===== src/rtl/irq_coalesce_pkg.sv =====
// Shared types for the interrupt coalescing timer.
// Assumes: nothing beyond IEEE 1800-2017.
package irq_coalesce_pkg;
    // Window state of one channel: idle, or holding a request.
    typedef enum logic {
        WIN_IDLE = 1'b0,
        WIN_HOLD = 1'b1
    } win_state_e;
endpackage


===== src/rtl/icx_delay_reg.sv =====
// Per-channel delay register with write clamping.
// Holds the coalescing delay in microseconds. Writes above the maximum
// are saturated. Assumes WDATA_W >= DLY_W.
module icx_delay_reg #(
    parameter int DLY_W   = 14,
    parameter int WDATA_W = 16
) (
    input  logic               clk,
    input  logic               rst_n,
    input  logic               wr_en,
    input  logic [WDATA_W-1:0] wr_data,
    output logic [DLY_W-1:0]   delay_q
);
    localparam int unsigned MAXV = (1 << DLY_W) - 1;
    localparam logic [WDATA_W-1:0] MAX_WIDE = WDATA_W'(MAXV);

    logic [DLY_W-1:0] clamped;

    // Saturate the incoming value to the largest legal delay.
    always_comb begin
        if (wr_data > MAX_WIDE) clamped = DLY_W'(MAXV);
        else                    clamped = wr_data[DLY_W-1:0];
    end

    // Store the delay on a write; reset to zero (coalescing off).
    always_ff @(posedge clk) begin
        if (!rst_n)     delay_q <= '0;
        else if (wr_en) delay_q <= clamped;
    end

    // an over-range write lands as the maximum.
    p_clamp_max_r3: assert property (@(posedge clk) disable iff (!rst_n)
        (wr_en && wr_data > MAX_WIDE) |=> (delay_q == DLY_W'(MAXV)));

    // without a write strobe the register holds its value.
    p_hold_no_write_r10: assert property (@(posedge clk) disable iff (!rst_n)
        !wr_en |=> $stable(delay_q));
endmodule


===== src/rtl/icx_window_ch.sv =====
// Coalescing window of one channel.
// A flagged completion arms a window of delay_q microsecond ticks. Later
// flagged completions are absorbed. On expiry a one-cycle pulse is issued.
// A delay of zero bypasses the window. Assumes us_tick is one cycle wide.
module icx_window_ch
    import irq_coalesce_pkg::*;
#(
    parameter int DLY_W = 14
) (
    input  logic             clk,
    input  logic             rst_n,
    input  logic [DLY_W-1:0] delay_q,
    input  logic             us_tick,
    input  logic             cmpl_valid,
    input  logic             cmpl_irq_req,
    output logic             irq_q
);
    localparam int CNT_W = DLY_W + 1;

    win_state_e       st_q;
    logic [CNT_W-1:0] cnt_q;
    logic [CNT_W-1:0] cnt_nxt;
    logic             req_ev;
    logic             dly_zero;
    logic             expire;

    // Decode the request and the expiry condition of the open window.
    always_comb begin
        req_ev   = cmpl_valid & cmpl_irq_req;
        dly_zero = (delay_q == '0);
        cnt_nxt  = cnt_q + 1'b1;
        expire   = (st_q == WIN_HOLD) &&
                   (dly_zero || (us_tick && (cnt_nxt >= CNT_W'(delay_q))));
    end

    // Advance the window state, the tick count and the pulse register.
    always_ff @(posedge clk) begin
        if (!rst_n) begin
            st_q  <= WIN_IDLE;
            cnt_q <= '0;
            irq_q <= 1'b0;
        end else begin
            irq_q <= expire || (req_ev && (st_q == WIN_IDLE) && dly_zero);
            if (expire) begin
                st_q  <= WIN_IDLE;
                cnt_q <= '0;
            end else if (st_q == WIN_HOLD) begin
                if (us_tick) cnt_q <= cnt_nxt;
            end else if (req_ev && !dly_zero) begin
                st_q  <= WIN_HOLD;
                cnt_q <= '0;
            end
        end
    end

    // with no window open and no flagged completion, nothing fires.
    p_no_spurious_r5: assert property (@(posedge clk) disable iff (!rst_n)
        ((st_q == WIN_IDLE) && !req_ev) |=> !irq_q);

    // an open window with a non-zero delay needs a tick to expire.
    p_tick_needed_r7: assert property (@(posedge clk) disable iff (!rst_n)
        ((st_q == WIN_HOLD) && !dly_zero && !us_tick) |=> !irq_q);

    // a pulse is never seen while a window is still open.
    p_closed_on_pulse_r9: assert property (@(posedge clk) disable iff (!rst_n)
        irq_q |-> (st_q == WIN_IDLE));

    // with coalescing on, the pulse lasts a single cycle.
    p_single_cycle_r9: assert property (@(posedge clk) disable iff (!rst_n)
        (irq_q && !dly_zero) |=> !irq_q);
endmodule


===== src/rtl/irq_coalesce_timer.sv =====
// Multi-channel interrupt coalescing timer, top level.
// One delay register and one window per channel, with a shared
// microsecond tick and a shared write data bus.
// Assumes cfg_we is at most one-hot.
module irq_coalesce_timer #(
    parameter int NUM_CH  = 4,
    parameter int DLY_W   = 14,
    parameter int WDATA_W = 16
) (
    input  logic                    clk,
    input  logic                    rst_n,
    input  logic [NUM_CH-1:0]       cfg_we,
    input  logic [WDATA_W-1:0]      cfg_wdata,
    output logic [NUM_CH*DLY_W-1:0] delay_rd,
    output logic [DLY_W-1:0]        max_delay,
    input  logic                    us_tick,
    input  logic [NUM_CH-1:0]       cmpl_valid,
    input  logic [NUM_CH-1:0]       cmpl_irq_req,
    output logic [NUM_CH-1:0]       irq_pulse
);
    localparam int unsigned MAXV = (1 << DLY_W) - 1;

    // Largest supported delay, fixed by the register width.
    assign max_delay = DLY_W'(MAXV);

    for (genvar c = 0; c < NUM_CH; c++) begin : g_ch
        logic [DLY_W-1:0] dly;

        icx_delay_reg #(
            .DLY_W   (DLY_W),
            .WDATA_W (WDATA_W)
        ) u_dly (
            .clk     (clk),
            .rst_n   (rst_n),
            .wr_en   (cfg_we[c]),
            .wr_data (cfg_wdata),
            .delay_q (dly)
        );

        icx_window_ch #(
            .DLY_W (DLY_W)
        ) u_win (
            .clk          (clk),
            .rst_n        (rst_n),
            .delay_q      (dly),
            .us_tick      (us_tick),
            .cmpl_valid   (cmpl_valid[c]),
            .cmpl_irq_req (cmpl_irq_req[c]),
            .irq_q        (irq_pulse[c])
        );

        assign delay_rd[c*DLY_W +: DLY_W] = dly;
    end

    // the reset state drives no interrupt.
    p_reset_quiet_r1: assert property (@(posedge clk)
        !rst_n |=> (irq_pulse == '0));
endmodule


===== config.mk =====
export PLATFORM = sky130hd
export DESIGN_NAME = irq_coalesce_timer
export DESIGN_NICKNAME = d
export VERILOG_FILES = /design/src/rtl/irq_coalesce_pkg.sv /design/src/rtl/icx_delay_reg.sv /design/src/rtl/icx_window_ch.sv /design/src/rtl/irq_coalesce_timer.sv
export SDC_FILE = /design/constraint.sdc
export NUM_CORES = 1
export LEC_CHECK = 0
export BUFFER_PORTS_ARGS = -buffer_cell sky130_fd_sc_hd__buf_4
export CAP_MARGIN = 20
export CORE_AREA = 2 2 126 128
export CTS_CLUSTER_DIAMETER = 100
export DETAILED_ROUTE_END_ITERATION = 10
export DIE_AREA = 0 0 128 130
export PLACE_DENSITY = 0.8
export RECOVER_POWER = 25
export SLEW_MARGIN = 20
export SYNTH_ARGS = -nofsm -noshare
export SYNTH_HDL_FRONTEND = slang
export SYNTH_SLANG_ARGS = --single-unit

===== constraint.sdc =====
create_clock -name clk -period 3.6 [get_ports clk]
set_input_delay 0.72 -clock clk [delete_from_list [all_inputs] [get_ports clk]]
set_output_delay 0.72 -clock clk [all_outputs]
set_load 0.01 [all_outputs]

==> metrics.cfg <==
[worst_setup_path]
r2r_slack_ns = 0.26
rr_worst_depth = 11
cp_max_fo = 9
regToRegEndpoint = g_ch[3].u_win.cnt_q[2]
crit_type = reg -> reg
cp-start-kind = flip-flop
cp-endpoint = g_ch[3].u_win.cnt_q[2]
end_kind = flip-flop
critical_path.startpoint = g_ch[3].u_win.cnt_q[0]
cp.required_ns = 3.88
critPathArrivalTime_ns = 3.62
r2r_start = g_ch[3].u_win.cnt_q[0]

[logic_synthesis]
synth_top_area_share_pct = 32.9
async_flop_share_pct = 0
syn_area_sq_um = 7550
synth_common_cells = 128 x nor2_1, 124 x dfxtp_1, 66 x a21oi_1
synth_most_common_cell = nor2_1
ys_seq_area_share_pct = 32.9
synth_edf_count = 0
synth_ff_type = dfxtp_1
ys_warn_count = 0
synth_area_leaders = dfxtp_1 33%, ha_1 9.9%, a211oi_1 6.4%, nor2_1 6.4%, a21oi_1 4.4%
ys_ff_latch = 124
synth.avg_cell_area_sq_um = 7.97
synth_cells = 947
synth_top_area_cell = dfxtp_1
post_synth_num_cell_types = 62

[clocking]
cts_resized = 0
cts_sinks = 124
clk_pin_slew_ns = 0.06
cts_tree = done
hold_buffers = 0
cts_root_buf = clkbuf_16
clk_path_buf_depth = 2
htreeDepth = 4
cts_setup_buffers = 0
cts_made_buffers = 17
clk-insertion-delay-late_ns = 0.43

[placement]
dp_hpwl_um = 14500
portBuffers = 90
place.gp.congestion = 0.938
dp.cells = 1181

[power]
p_seq_share_pct = 43.1
combPwrFrac_pct = 12.5
netSwitchingFraction_pct = 28.5
p_sw_w = 0.00100
p_int_w = 0.00251
irDropWorstVdd_mv = 0.332
p_leak_nw = 3.77
pwr-share-clk_pct = 44.4
power_per_cell_area_nw_per_um2 = 400

[die]
rows = 46
io-pin-count = 105
dieArea_sq_um = 16600
start_util_pct = 49.0
fp.dieW_um = 128
fp.coreArea_sq_um = 15400
die_h_um = 130

[drt]
ant_nets = 0
vias_per_cell = 5.76
drc = 0
drt-pass1-iter-count = 5
drtIter0Drc = 651
vias = 6982
wire_per_inst_um = 16.5
routed_wl_um = 20000

[sta]
rsz0062_at_grt = no
slew_headroom_pct = 45.1
finalSetupTns_ns = 0
setup_violations = 0
tightest_slew_ns = 0.816
fin_crit_sh_pct = 92.7
skew_ns = 0.00866
drv_slew = 0
max_freq_mhz = 300
hold_violations = 0
fin_hold_ws_ns = 0.447
finalCriticalPeriod_ns = 3.34

[hold_path]
hold_path_class = reg -> reg
min_from = g_ch[0].u_win.cnt_q[14]

[grt]
grt_pass1_vias = 6548
grt_max_degree = 29
antenna_found_initial = 0
grt_first_pass_wirelength_um = 32900
track_usage_pct = 24.9
grt_remaining_overflow = 0

[layout]
regArea_sq_um = 2480
layoutNonFillerInstCount = 1213
diodes = 0
drive_gt1_share_pct = 14.3
areaGrowthSynthToFinish_pct = 16.2
nNetsFinal = 1099
multiInputGateArea_sq_um = 4550
fillers = 1398

[flow_run]
maxCapViolations = 0

[status]
status = completed

## power groups by stage
stage,combinational (W),sequential [W],clock [W]
floorplan,0.000267,0.00153,0
global placement,0.000427,0.00154,0
detailed placement,0.000437,0.00154,0
CTS,0.000440,0.00151,0.00157
global route,0.000492,0.00152,0.00164
finish,0.000440,0.00151,0.00156
## cell type report
cell class,instances,area share [%]
well taps,192,2.74
multi-input cells,706,51.9
repair buffers,98,8.38
clock inverters,14,1.13
flip-flops and latches,124,28.3
inverters,61,2.61
clock buffers,18,5.00
## flip-flops by register name, indices dropped and copies added, names as in the netlist
signal and flops:
g_ch.u_dly.delay_q 56, g_ch.u_win.irq_q 4, g_ch.u_win.st_q 4, g_ch.u_win.cnt_q 60
## stage by stage
| stage | setup WS, ns | power [W] | instance area [sq um] | utilization [%] |
|---|---|---|---|---|
| 2_1_floorplan | 0.611 | 0.00179 | 7600 | - |
| 3_3_place_gp | 0.442 | 0.00197 | 8240 | 53.4 |
| 3_5_place_dp | 0.318 | 0.00197 | 8240 | 53.4 |
| 4_1_cts | 0.298 | 0.00352 | 8780 | 56.9 |
| 5_1_grt | 0.0119 | 0.00365 | 8780 | 56.9 |
| 6_report | 0.262 | 0.00351 | 8780 | 56.9 |
## critical path, cell delays in order (launching register included)
cell	delay (ns)
dfxtp_1	0.41
ha_1	0.34
nand4_4	0.21
or2_2	0.39
xnor2_1	0.15
ha_1	0.32
nand4_1	0.15
nor4_1	0.28
a22oi_1	0.14
nor3b_1	0.18
a32oi_2	0.54
a21oi_1	0.09
## kinds of logic after synthesis
logic type,count (synthesis),synth area share [%]
xor gates and xnor gates,50,5.80
adders and majority gates,60,9.94
DFF,124,32.9
muxes,3,0.414
other,1,0.0497
and+or+nand+nor,353,23.2
buffers and inverters,130,7.50
AOI/OAI and AO/OA,226,20.2
## metal layers
metal  wire length (um)  GRT usage [%]  vias up  part of all wire (%)
met5                  0              0        -                     0
met4                569           10.2        0                   2.8
met3               1190           5.86       46                   6.0
met2               9370           41.2      200                    47
met1               8840           31.5     3245                    44
li1                   -              -     3491                     -
## worst min-delay path by stage
stage | to | cells past startpoint
floorplan | g_ch[0].u_win.cnt_q[14] | 2
global placement | g_ch[0].u_win.cnt_q[14] | 2
detailed placement | g_ch[0].u_win.cnt_q[14] | 2
CTS | g_ch[0].u_win.cnt_q[14] | 2
global route | g_ch[0].u_win.cnt_q[14] | 2
finish | g_ch[0].u_win.cnt_q[14] | 2
## cells in the final DEF (no fill, tap or decap), drive strengths merged, types with 3 or more instances in the layout
cell type / instances
and3: 5
a21o: 23
o31a: 3
clkbuf: 19
a22o: 3
nor3: 26
o31ai: 6
nand4: 19
a21bo: 3
nor2: 128
a22oi: 12
conb: 14
and4: 8
buf: 97
clkinvlp: 7
nor2b: 8
ha: 60
or2: 3
nand2b: 12
nand2: 56
a21oi: 66
dfxtp: 124
xor2: 16
nand3: 31
o21a: 3
o21ai: 26
nand3b: 4
clkinv: 6
nor4: 31
and2: 9
o211ai: 3
or3: 4
a211oi: 64
xnor2: 34
inv: 62
(Power assumes the default switching activity.)
